### config.mk
export PLATFORM = sky130hd
export DESIGN_NAME = idle_standby_bank
export DESIGN_NICKNAME = d
export VERILOG_FILES = /design/src/rtl/idle_stby_pkg.sv /design/src/rtl/idle_timer.sv /design/src/rtl/standby_status.sv /design/src/rtl/idle_standby_bank.sv
export SDC_FILE = /design/constraint.sdc
export NUM_CORES = 1
export LEC_CHECK = 0
export BUFFER_PORTS_ARGS = -buffer_cell sky130_fd_sc_hd__buf_2
export CAP_MARGIN = 20
export CORE_MARGIN = 4
export CORE_UTILIZATION = 55
export CTS_CLUSTER_DIAMETER = 60
export DETAILED_ROUTE_END_ITERATION = 10
export GPL_TIMING_DRIVEN = 0
export PLACE_DENSITY = 0.8
export SKIP_CTS_REPAIR_TIMING = 1
export SLEW_MARGIN = 40
export SYNTH_ARGS = -nofsm -noshare
export SYNTH_HDL_FRONTEND = slang
export SYNTH_HIERARCHICAL = 1
export SYNTH_SLANG_ARGS = --single-unit
### constraint.sdc
create_clock -name clk_i -period 2.3 [get_ports clk_i]
set_clock_uncertainty 0.2 [all_clocks]
set_input_delay 0.46 -clock clk_i [delete_from_list [all_inputs] [get_ports clk_i]]
set_output_delay 0.46 -clock clk_i [all_outputs]
set_load 0.01 [all_outputs]
### src/rtl/idle_stby_pkg.sv
package idle_stby_pkg;
  typedef enum logic [1:0] {
    EV_HOLD = 2'd0,
    EV_LOAD = 2'd1,
    EV_STEP = 2'd2
  } tmr_ev_e;
endpackage

### src/rtl/idle_timer.sv
module idle_timer
  import idle_stby_pkg::*;
#(
  parameter int CNT_W = 8
) (
  input  logic             clk_i,
  input  logic             rst_ni,
  input  logic             tick_i,
  input  logic             freeze_i,
  input  logic             en_i,
  input  logic             access_i,
  input  logic [CNT_W-1:0] reload_i,
  output logic             expire_o
);
  localparam logic [CNT_W-1:0] ONE = CNT_W'(1);

  logic             en_q;
  logic [CNT_W-1:0] cnt_q;
  logic             load;
  logic             step;
  tmr_ev_e          ev;

  always_comb begin
    load = access_i | (en_i & ~en_q);
    step = en_i & tick_i & ~freeze_i & (cnt_q != '0);
    if (load)      ev = EV_LOAD;
    else if (step) ev = EV_STEP;
    else           ev = EV_HOLD;
    // access has priority over the final step
    expire_o = (ev == EV_STEP) && (cnt_q == ONE);
  end

  always_ff @(posedge clk_i or negedge rst_ni) begin
    if (!rst_ni) begin
      en_q  <= 1'b0;
      cnt_q <= '0;
    end else begin
      en_q <= en_i;
      unique case (ev)
        EV_LOAD: cnt_q <= reload_i;
        EV_STEP: cnt_q <= cnt_q - ONE;
        default: cnt_q <= cnt_q;
      endcase
    end
  end


  freeze_hold_chk: assert property (@(posedge clk_i) disable iff (!rst_ni)
    (freeze_i && !access_i && !(en_i && !en_q)) |=> $stable(cnt_q));


  tick_step_chk: assert property (@(posedge clk_i) disable iff (!rst_ni)
    (tick_i && en_i && !freeze_i && !load && cnt_q != '0) |=> (cnt_q == $past(cnt_q) - ONE));


  access_load_chk: assert property (@(posedge clk_i) disable iff (!rst_ni)
    access_i |=> (cnt_q == $past(reload_i)));


  idle_zero_chk: assert property (@(posedge clk_i) disable iff (!rst_ni)
    (cnt_q == '0 && !load) |=> (cnt_q == '0));


  disabled_hold_chk: assert property (@(posedge clk_i) disable iff (!rst_ni)
    (!en_i && !access_i) |=> $stable(cnt_q));
endmodule

### src/rtl/standby_status.sv
module standby_status #(
  parameter int N_DEV = 4
) (
  input  logic             clk_i,
  input  logic             rst_ni,
  input  logic [N_DEV-1:0] expire_i,
  input  logic [N_DEV-1:0] clr_i,
  input  logic             clr_sum_i,
  input  logic [N_DEV-1:0] en_i,
  output logic [N_DEV-1:0] stat_o,
  output logic             sum_o,
  output logic             smi_o
);
  logic [N_DEV-1:0] stat_q;
  logic             sum_q;

  // new expiry wins over a same-cycle clear
  always_ff @(posedge clk_i or negedge rst_ni) begin
    if (!rst_ni) begin
      stat_q <= '0;
      sum_q  <= 1'b0;
    end else begin
      stat_q <= (stat_q & ~clr_i) | expire_i;
      sum_q  <= (sum_q & ~clr_sum_i) | (|expire_i);
    end
  end

  assign stat_o = stat_q;
  assign sum_o  = sum_q;
  assign smi_o  = |(stat_q & en_i);


  stat_sticky_chk: assert property (@(posedge clk_i) disable iff (!rst_ni)
    (|(stat_q & ~clr_i)) |=> ((stat_q & $past(stat_q & ~clr_i)) == $past(stat_q & ~clr_i)));


  dev_set_chk: assert property (@(posedge clk_i) disable iff (!rst_ni)
    (|expire_i) |=> ((stat_q & $past(expire_i)) == $past(expire_i)));


  sum_set_chk: assert property (@(posedge clk_i) disable iff (!rst_ni)
    (|expire_i) |=> sum_q);


  sum_sticky_chk: assert property (@(posedge clk_i) disable iff (!rst_ni)
    (sum_q && !clr_sum_i) |=> sum_q);
endmodule

### src/rtl/idle_standby_bank.sv
module idle_standby_bank #(
  parameter int N_DEV = 4,
  parameter int CNT_W = 8
) (
  input  logic                   clk_i,
  input  logic                   rst_ni,
  input  logic                   tick_i,
  input  logic                   freeze_i,
  input  logic [N_DEV-1:0]       en_i,
  input  logic [N_DEV-1:0]       access_i,
  input  logic [N_DEV*CNT_W-1:0] reload_i,
  input  logic [N_DEV-1:0]       clr_i,
  input  logic                   clr_sum_i,
  output logic [N_DEV-1:0]       stat_o,
  output logic                   sum_stat_o,
  output logic                   smi_o
);
  logic [N_DEV-1:0] expire;

  for (genvar d = 0; d < N_DEV; d++) begin : g_tmr
    idle_timer #(.CNT_W(CNT_W)) u_tmr (
      .clk_i    (clk_i),
      .rst_ni   (rst_ni),
      .tick_i   (tick_i),
      .freeze_i (freeze_i),
      .en_i     (en_i[d]),
      .access_i (access_i[d]),
      .reload_i (reload_i[d*CNT_W +: CNT_W]),
      .expire_o (expire[d])
    );
  end

  standby_status #(.N_DEV(N_DEV)) u_stat (
    .clk_i     (clk_i),
    .rst_ni    (rst_ni),
    .expire_i  (expire),
    .clr_i     (clr_i),
    .clr_sum_i (clr_sum_i),
    .en_i      (en_i),
    .stat_o    (stat_o),
    .sum_o     (sum_stat_o),
    .smi_o     (smi_o)
  );


  smi_src_chk: assert property (@(posedge clk_i) disable iff (!rst_ni)
    smi_o |-> (|(stat_o & en_i)));


  no_expire_disabled_chk: assert property (@(posedge clk_i) disable iff (!rst_ni)
    (|(~en_i & ~$past(en_i) & ~$past(stat_o) & ~clr_i)) |-> ((stat_o & ~en_i & ~$past(en_i) & ~$past(stat_o)) == '0));
endmodule

-- Word-level counts from Yosys, hierarchy flattened
Cells that the tools add are included.
- bits in registers: 41
- input port bits: 49
- output and inout bits: 6
- logic and storage cells: 84
- $add $sub $neg: 4
- equality and inequality tests: 12
- multiplexer cells: 12
- bitwise operators: 32
- reductions and logical operators: 14
- operator list (kind ; count):
    8-bit one-hot mux with 2 select lines ; 4
    8-bit by 1-bit equality test with 1-bit output (second input constant) ; 4
    8-bit nonzero test ; 4
    8-bit by 1-bit subtractor with 8-bit output (second input constant) ; 4
    1-bit bitwise AND ; 17
    2-bit two-way mux ; 8
    4-bit bitwise AND ; 2
    2-bit by 1-bit equality test with 1-bit output (second input constant) ; 4
    2-bit equality test (second input constant) ; 4
    2-bit nonzero test ; 4
    4-bit OR reduction ; 2
    1-bit inverter ; 6
    1-bit bitwise OR ; 5
    1-bit logical AND ; 4
    4-bit inverter ; 1
    4-bit bitwise OR ; 1

-- Depth between registers and ports, before layout
Gate-level depths: netlist (run 1).
- depth after elaboration: 9
- gate-level depth with buffers: 7

-- By module
Netlist (run 1), hierarchy kept.
- modules (own cells, without submodules) (module ; instances ; cells an instance ; area an instance (um2) ; seq. area each (um2)):
    idle_timer at g_tmr[1].u_tmr ... ; 3 ; 63 ; 625.6 ; 225.2
    idle_timer at g_tmr[0].u_tmr ; 1 ; 60 ; 571.8 ; 225.2
    standby_status ; 1 ; 19 ; 205.2 ; 125.1

-- Least setup slack after synthesis (run 1)
Ideal clock, no wire load.
- path kind: flip-flop to flip-flop
- start: reg g_tmr[0].u_tmr.cnt_q[0]
- end: reg u_stat.sum_q, in the netlist u_stat/sum_o
- setup time: 0.131 ns
- arrival time: 1.768 ns
- data required time: 1.969 ns
- setup slack: 0.201 ns
- stages on the path, launching flop included: 8
- path through: dfrtp_1 > inv_1 > ha_1 > nor3b_1 > a21oi_1 > and4_2 > nor4_1 > o21ai_1
- cells in the longest elaborated chain, start to end: 8
- elaborated cells between the ends (all ways): 9
- RTL lines (element ; RTL line ; text):
    from (decl) ; idle_timer.sv:18 ; logic [CNT_W-1:0] cnt_q;
    from (signal assigned) ; idle_timer.sv:40 ; EV_LOAD: cnt_q <= reload_i;
    from (signal assigned) ; idle_timer.sv:41 ; EV_STEP: cnt_q <= cnt_q - ONE;
    from (signal assigned) ; idle_timer.sv:42 ; default: cnt_q <= cnt_q;
    8-bit nonzero test ; idle_timer.sv:25 ; step = en_i & tick_i & ~freeze_i & (cnt_q != '0);
    1-bit bitwise AND ; idle_timer.sv:25 ;
    2-bit two-way mux ; idle_timer.sv:27 ; else if (step) ev = EV_STEP;
    2-bit two-way mux ; idle_timer.sv:26 ; if (load) ev = EV_LOAD;
    2-bit equality test ; idle_timer.sv:30 ; expire_o = (ev == EV_STEP) && (cnt_q == ONE);
    1-bit logical AND * ; idle_timer.sv:30 ;
    via expire[0] ; idle_standby_bank.sv:18 ; logic [N_DEV-1:0] expire;
    4-bit OR reduction * ; standby_status.sv:24 ; sum_q <= (sum_q & ~clr_sum_i) | (|expire_i);
    1-bit bitwise OR * ; standby_status.sv:24 ;
    to (signal assigned) ; standby_status.sv:24 ;
    to (decl) ; standby_status.sv:15 ; logic sum_q;
Mark *: on every way through the listed nets, which the timed path passes. The rest lies on a longest branch.
A chain may end at the register's enable or synchronous reset.

-- Final worst setup path (run 1)
- start: reg g_tmr[0].u_tmr.cnt_q[1]
- end: reg u_stat.sum_q, in the netlist u_stat/sum_o
The elaborated chain is that of the path after synthesis.

==> impl_metrics.json, run 1 <==
{
  "syn-mean-instance-area_sq_um": 9.90,
  "async_flop_share_pct": 100,
  "place_inst": 376,
  "cpMaxStageDelayCell": "dfrtp_1",
  "leakagePower_uw": 0.00137,
  "ir_drop_mv": 0.308,
  "grt_pass1_wl_mm": 10.1,
  "worst_hold_slack_ps": 128,
  "crit_path_max_fanout": 6,
  "die_h_microns": 77.5,
  "track_usage_pct": 20.6,
  "drt_first_pass_iters": 4,
  "root_buffer": "clkbuf_8",
  "num_vias": 2200,
  "vias_per_cell": 5.71,
  "grt_max_degree": 42,
  "gr-total-overflow": 0,
  "worstPathCellList": "inv_1 -> ha_1 -> nor3b_4 -> a21oi_1 -> and4_2 -> nor4_1 -> o21ai_1",
  "numCtsBuffers": 5,
  "final_cells": 385,
  "clkSinkCount": 41,
  "finalHoldViolCount": 0,
  "area_delta_synth_final_pct": 18.0,
  "worstMarginPinSlew_ps": 631,
  "critPathMaxStageDelay_ps": 390,
  "drive_gt1_share_pct": 27.5,
  "route.detailed.drc": 0,
  "yosysSeqAreaShare_pct": 38.7,
  "slew_headroom_pct": 57.9,
  "start_util_pct": 56.6,
  "io_pins": 55,
  "synth_ff_type": "dfrtp_1",
  "max_freq_mhz": 481,
  "die_w_microns": 77.5,
  "gp_congestion": 0.803,
  "setup_viol": 0,
  "drt_iter0_drc": 124,
  "rows": 25,
  "cp-start-kind": "flop",
  "insertion_delay_ps": 300,
  "syn_inst": 268,
  "syn-num-nets": 329,
  "fin_setup_tns_ps": 0,
  "port_buffers": 54,
  "synth_seq_cells": 41,
  "final_cell_area_sq_um": 3130,
  "end_kind": "flop",
  "core_region_area_sq_um": 4690,
  "clock_path_buffers": 2,
  "syn_area_sq_um": 2650,
  "hold_path.class": "input pin to flop",
  "run_status": "complete, no violations",
  "clkTransAtPathRegs_ps": 90,
  "path_class": "flop to flop",
  "synth_cell_types": 42,
  "yosysWarnings": 6,
  "fin_crit_ps": 2080,
  "antenna_found_initial": 0,
  "antenna_cells": 0,
  "grt_pass1_vias": 2209,
  "maxSlewViolCount": 0,
  "drv_cap": 0,
  "fin_crit_sh_pct": 90.5,
  "dpl-instance-area_sq_um": 2990,
  "ctsHtreeMaxLevel": 2,
  "totalWireLength_mm": 5.72,
  "dp_hpwl_mm": 4.26,
  "synth-edff-count": 0,
  "crit_required_ps": 2280,
  "wire_per_inst_microns": 14.8,
  "dieArea_sq_um": 6000,
  "drtAntennaViolNets": 0,
  "nNetsFinal": 391,
  "cellPowerDensity_nw_per_um2": 585,
  "crit_arrival_ps": 2060,
  "cts_tree": "yes"
}
==> power by group <==
| part | internal [uW] | switching [uW] | total, uW |
|---|---|---|---|
| registers | 782 | 95.5 | 877 |
| clock network | 354 | 265 | 620 |
| logic | 153 | 182 | 334 |
| total | 1290 | 542 | 1830 |
==> cell usage in the layout (no fill, tap or decap), types with 4 or more instances in the layout <==
cell type	netlist	routed
buf_2	0	53
dfrtp_1	41	41
inv_1	24	24
nand2_1	13	13
clkbuf_1	4	5
or3_1	4	4
nor4_4	4	4
clkbuf_8	0	6
a31oi_1	7	7
xnor2_1	13	13
a21oi_1	23	23
and3b_1	4	4
nor4_1	4	4
nor3_1	4	4
nand3b_1	7	7
ha_1	12	12
nand4b_1	4	4
nor2_1	27	27
mux2_2	4	4
nand3_1	8	8
mux2i_1	8	8
o21ai_0	4	4
==> layer usage <==
metal | GRT usage [%] | vias to the layer above | wire length [microns]
li1 | - | 1105 | -
met1 | 27.6 | 1030 | 2540
met2 | 34.2 | 58 | 2780
met3 | 3.71 | 7 | 341
met4 | 5.87 | 0 | 61
met5 | 0 | - | 0
==> stage by stage <==
step           setup WS, ps  total power [uW]  utilization [%]
6_report                219              1830             66.7
5_1_grt               -8.16              1930             66.7
4_1_cts               -68.9              1840             66.3
3_5_place_dp          -68.7              1220             63.8
3_3_place_gp           2.07              1200             63.8
2_1_floorplan           201              1100                -
==> Yosys cell counts, types with 4 or more instances <==
library cell / n / area, sq um
nand3_1: 8 / 40.0
a31oi_1: 7 / 43.8
nor2_1: 27 / 101
mux2i_1: 8 / 80.1
a21oi_1: 23 / 115
mux2_2: 4 / 45.0
xnor2_1: 13 / 114
nor4_1: 4 / 25.0
and3b_1: 4 / 35.0
nand3b_1: 7 / 52.6
nand4b_1: 4 / 35.0
ha_1: 12 / 150
nand2_1: 13 / 48.8
o21ai_0: 4 / 20.0
clkbuf_1: 4 / 15.0
dfrtp_1: 41 / 1030
or3_1: 4 / 25.0
nor3_1: 4 / 20.0
inv_1: 24 / 90.1
nor4_4: 4 / 85.1
==> cell type report <==
class	count	area (sq um)
flip-flops and latches	41	1030
clock inverters	1	30.0
fillers	392	1560
inverters	24	90.1
multi-input cells	199	1530
well taps	54	67.6
repair buffers	55	283
clock buffers	7	86.3
plain buffers	4	15.0
==> cell families after synthesis <==
group	count (synthesis)	synth area share [%]
adder cells (fa/ha/maj)	12	5.66
buffers and inverters	28	3.96
multiplexers	12	4.71
flip-flops	41	38.7
XOR/XNOR	14	4.62
AO/OA/AOI/OAI	68	20.2
AND/OR/NAND/NOR	93	22.2
==> path summary, 6_finish.rpt <==
kind | slack [ps] | endpoint | startpoint | cells after the start
setup / recovery | 220 | u_stat/sum_o | g_tmr[0].u_tmr/cnt_q[1] | 7
hold / removal | 130 | g_tmr[0].u_tmr/en_q | en_i[0] | 1
setup reg to reg | 220 | u_stat/sum_o | g_tmr[0].u_tmr/cnt_q[1] | 7
hold reg to reg | 310 | u_stat/stat_o[0] | u_stat/stat_o[0] | 1
max in group asynchronous | 1060 | g_tmr[0].u_tmr/cnt_q[4] | rst_ni | 2
min in group asynchronous | 480 | g_tmr[1].u_tmr/en_q | rst_ni | 2
==> flip-flops by register name, indices dropped and copies added, names as in the netlist <==
signal	count
g_tmr.u_tmr/cnt_q	32
u_stat/stat_o	4
u_stat/sum_o	1
g_tmr.u_tmr/en_q	4
==> critical path: cells and delay by family, from the launching register on <==
kind | cells | cell delay (ps)
AND/OR/NAND/NOR | 3 | 790
buffers and inverters | 1 | 120
AO/OA/AOI/OAI | 2 | 280
adder cells (fa/ha/maj) | 1 | 180
flip-flops | 1 | 390
(Power assumes the default switching activity.)
==> run 2: changes to the inputs <==
- CORE_UTILIZATION: 55 -> 50
- PLACE_DENSITY: 0.8 -> 0.77
- SETUP_SLACK_MARGIN: default -> 0.4
- clock period: 2.3 -> 1.7 ns (I/O delays scaled with it)
==> impl_metrics.json, run 2 (same netlist as run 1, synthesis figures left out) <==
{
  "run_status": "finished with violations",
  "violations": "negative hold slack, negative setup slack",
  "drv_cap": 0,
  "final_common_cell": "buf_2",
  "clock_path_buffers": 2,
  "n_fill_cell": 336,
  "r2r-end": "g_tmr[0].u_tmr/cnt_q[4]",
  "min_path_cells": 2,
  "crit_arrival_ps": 1840,
  "switching_share_pct": 32.3,
  "cellPowerDensity_nw_per_um2": 694,
  "area_delta_synth_final_pct": 52.9,
  "setup_viol": 19,
  "dp_hpwl_mm": 4.40,
  "end_kind": "flop",
  "fin_crit_sh_pct": 109,
  "clkTransAtPathRegs_ps": 90,
  "final_cell_mix": "buf_2 (53), buf_4 (46), dfrtp_1 (28)",
  "worstSetupStartpoint": "g_tmr[0].u_tmr/cnt_q[1]",
  "drt_first_pass_iters": 4,
  "fin_crit_ps": 1860,
  "grt_use_met3_pct": 4.66,
  "p_comb_share_pct": 28.4,
  "clock_power_share_pct": 29.0,
  "pre_cts_ws_ps": -346,
  "internal_power_uw": 1910,
  "final_cells": 457,
  "multi_input_area_sq_um": 1940,
  "grt_util_met1_pct": 24.7,
  "gp_congestion": 0.831,
  "grt_max_degree": 42,
  "dieArea_sq_um": 6540,
  "antenna_found_initial": 0,
  "track_usage_pct": 19.8,
  "crit_required_ps": 1680,
  "grt_pass1_wl_mm": 10.2,
  "grt-busiest-layer": "met2",
  "seqCellArea_sq_um": 1040,
  "place_inst": 392,
  "num_vias": 2541,
  "rsz0062_at_grt": "yes",
  "path_class": "flop to flop",
  "crit_path_max_fanout": 4,
  "ctsHtreeMaxLevel": 2,
  "port_buffers": 54,
  "ir_drop_mv": 0.464,
  "nNetsFinal": 447,
  "totalPowerFinal_uw": 2820,
  "hold_path.class": "input pin to flop",
  "antenna_cells": 0,
  "leakagePower_uw": 0.00171,
  "route.detailed.drc": 0,
  "core_region_area_sq_um": 5140,
  "largest_register_ff_count": 32,
  "hold_path_end": "u_stat/sum_o",
  "worst_hold_slack_ps": -11.8,
  "drive_gt1_share_pct": 54.0,
  "fin_setup_tns_ps": -1620,
  "reg2reg_setup_slack_ps": -160,
  "grt_pass1_vias": 2200,
  "top_register": "g_tmr.u_tmr/cnt_q",
  "slew_headroom_pct": 64.3,
  "totalWireLength_mm": 7.52,
  "wire_per_inst_microns": 16.5,
  "root_buffer": "clkbuf_8",
  "start_util_pct": 51.6,
  "fin_ws_ps": -158,
  "io_pins": 55,
  "drt_iter0_drc": 102,
  "holdCritStartpoint": "clr_sum_i",
  "met2_usage_pct": 34.1,
  "max_freq_mhz": 538,
  "vias_per_cell": 5.56,
  "drtAntennaViolNets": 0,
  "maxSlewViolCount": 0,
  "cp-start-kind": "flop",
  "die_h_microns": 80.9,
  "seqPwrFrac_pct": 42.7,
  "die_w_microns": 80.9,
  "insertion_delay_ps": 300,
  "clkSinkCount": 41,
  "switchingPower_uw": 911,
  "r2r_cells": 7,
  "cts_tree": "yes",
  "gr-total-overflow": 0,
  "numCtsBuffers": 5,
  "worstMarginPinSlew_ps": 535,
  "worstReg2RegStart": "g_tmr[0].u_tmr/cnt_q[1]",
  "finalHoldViolCount": 1,
  "rows": 26
}
run 2: area by class of cell:
cell class / instances / share of cell area (%)
Tap cell: 70 / 2.16
Clock buffer: 6 / 1.79
Inverter: 24 / 2.40
Clock inverter: 2 / 0.956
Multi-Input combinational cell: 199 / 47.9
Sequential cell: 41 / 25.7
Timing Repair Buffer: 111 / 18.6
Buffer: 4 / 0.462
run 2: metal layers:
metal | routed length [microns] | share of wire (%) | vias to the layer above
met3 | 384 | 5.1 | 11
met5 | 0 | 0 | -
li1 | - | - | 1215
met2 | 3910 | 52 | 76
met1 | 3100 | 41 | 1239
met4 | 119 | 1.6 | 0
run 2: critical path: stages, from the launching register on:
cell,delay (ps)
dfrtp_1,380
inv_2,70
ha_4,160
nor3b_4,160
buf_6,140
a2111oi_4,380
xnor2_1,160
a21oi_1,80
run 2: worst max-delay path by stage:
stage                              end  slack [ps]  cells after the start
2_1_floorplan  g_tmr[0].u_tmr/cnt_q[7]         -90                      4
3_3_place_gp              u_stat/sum_o        -310                      7
3_5_place_dp              u_stat/sum_o        -350                      7
4_1_cts                   u_stat/sum_o        -360                      7
5_1_grt        g_tmr[0].u_tmr/cnt_q[4]        -260                      7
6_report       g_tmr[0].u_tmr/cnt_q[4]        -160                      7
run 2: power by group through the flow:
stage / combinational, uW / sequential, uW / clock, uW
finish: 800 / 1200 / 816
global route: 875 / 1210 / 873
CTS: 517 / 1210 / 821
detailed placement: 514 / 1220 / 0
global placement: 500 / 1220 / 0
floorplan: 366 / 1200 / 0
run 2: through the flow:
step                cell area [sq um]  utilization (%)
floorplan                        2880                -
global placement                 3230             62.9
detailed placement               3240             63.0
CTS                              3350             65.1
global route                     4060             79.0
finish                           4060             79.0
==> run 3: changes to the inputs <==
- CORE_ASPECT_RATIO: default -> 0.5
- CTS_CLUSTER_SIZE: default -> 20
==> impl_metrics.json, run 3 (same netlist as run 1, synthesis figures left out) <==
{
  "run_status": "finished with violations",
  "violations": "negative setup slack",
  "gr-total-overflow": 0,
  "clkSinkCount": 41,
  "worstPathCellList": "nor4_4 -> buf_4 -> nand3_1 -> or4_1 -> a31oi_1",
  "final_cell_mix": "buf_2 (52), buf_4 (36), nor2_1 (27)",
  "crit_required_ps": 1720,
  "nNetsFinal": 444,
  "slew_headroom_pct": 63.6,
  "final_common_cell": "buf_2",
  "die_h_microns": 59.5,
  "insertion_delay_ps": 300,
  "hold_path.class": "input pin to flop",
  "crit_path_max_fanout": 6,
  "cellPowerDensity_nw_per_um2": 711,
  "crit_family": "simple AND/OR/NAND/NOR gates",
  "worstSetupStartpoint": "g_tmr[0].u_tmr/cnt_q[4]",
  "clkTransAtPathRegs_ps": 80,
  "setup_viol": 20,
  "dp_hpwl_mm": 4.58,
  "antenna_cells": 0,
  "wire_per_inst_microns": 18.7,
  "top_register": "g_tmr.u_tmr/cnt_q",
  "grt_pass1_wl_mm": 10.7,
  "port_buffers": 54,
  "rsz0062_at_grt": "yes",
  "fin_crit_ps": 1950,
  "worstMarginPinSlew_ps": 545,
  "clock_path_buffers": 2,
  "place_inst": 392,
  "cts_tree": "yes",
  "worst-path-buf-inv": 1,
  "drive_gt1_share_pct": 55.5,
  "track_usage_pct": 20.3,
  "n_fill_cell": 268,
  "rows": 18,
  "leakagePower_uw": 0.00169,
  "drt_iter0_drc": 191,
  "start_util_pct": 52.8,
  "critPathMaxStageDelay_ps": 440,
  "root_buffer": "clkbuf_8",
  "min_path_cells": 1,
  "final_cells": 454,
  "die_w_microns": 111,
  "multi_input_area_sq_um": 1940,
  "antenna_found_initial": 0,
  "vias_per_cell": 5.79,
  "r2r_cells": 5,
  "max_freq_mhz": 513,
  "worstReg2RegStart": "g_tmr[0].u_tmr/cnt_q[4]",
  "area_delta_synth_final_pct": 53.0,
  "seqCellArea_sq_um": 1050,
  "grt_pass1_vias": 2282,
  "grt_max_degree": 42,
  "route.detailed.drc": 0,
  "holdCritStartpoint": "en_i[0]",
  "gp_congestion": 0.884,
  "finalHoldViolCount": 0,
  "cp_num_cells": 5,
  "drt_first_pass_iters": 4,
  "drv_cap": 0,
  "io_pins": 55,
  "fin_crit_sh_pct": 115,
  "maxSlewViolCount": 0,
  "ctsHtreeMaxLevel": 2,
  "crit_arrival_ps": 1970,
  "dieArea_sq_um": 6610,
  "ir_drop_mv": 0.524,
  "core_region_area_sq_um": 5020,
  "end_kind": "flop",
  "totalWireLength_mm": 8.50,
  "cpMaxStageDelayCell": "dfrtp_2",
  "drtAntennaViolNets": 0,
  "path_class": "flop to flop",
  "fin_ws_ps": -248,
  "pre_cts_ws_ps": -257,
  "cp-start-kind": "flop",
  "numCtsBuffers": 5,
  "num_vias": 2627,
  "largest_register_ff_count": 32
}
==> run 3: changes by cell type in the layout (fill, tap and decap cells not counted), sizes merged <==
cell	before	now
clkbuf	8	11
buf	112	106
dlygate4sd3	1	2
clkinv	1	0
==> run 3: final timing paths <==
kind / to / slack [ps]
max: g_tmr[0].u_tmr/cnt_q[7] / -250
min: g_tmr[0].u_tmr/en_q / 30
max reg2reg: g_tmr[0].u_tmr/cnt_q[7] / -250
min reg2reg: u_stat/stat_o[2] / 330
max in group asynchronous: g_tmr[2].u_tmr/cnt_q[4] / 530
min in group asynchronous: g_tmr[0].u_tmr/cnt_q[1] / 350
==> run 3: cell type report <==
class	count	area share (%)
Multi-Input combinational cell	199	47.7
Sequential cell	41	25.8
Tap cell	70	2.16
Clock inverter	1	0.739
Clock buffer	7	2.13
Inverter	24	2.34
Timing Repair Buffer	108	18.5
Buffer	4	0.555
==> run 3: power breakdown <==
part | switching [uW] | total [uW] | internal, uW
clock | 367 | 847 | 479
sequential | 150 | 1220 | 1070
combinational | 417 | 823 | 406
==> run 3: stage by stage <==
stage	power (uW)	hold WS, ps	setup TNS (ps)	cell area, sq um	util [%]
finish	2890	25.6	-1740	4060	80.9
global route	3030	5.12	-3080	4060	80.9
CTS	2590	-168	-2020	3350	66.7
detailed placement	1750	161	-2030	3240	64.4
global placement	1720	284	-1590	3230	64.4
floorplan	1570	-156	-167	2880	-
==> run 3: per-layer routing <==
| layer | vias up | track usage (%) | part of all wire [%] |
|---|---|---|---|
| met4 | 0 | 5.20 | 2.8 |
| met2 | 124 | 34.7 | 48 |
| met5 | - | 0 | 0 |
| met1 | 1263 | 26.4 | 42 |
| li1 | 1214 | - | - |
| met3 | 26 | 4.99 | 6.8 |
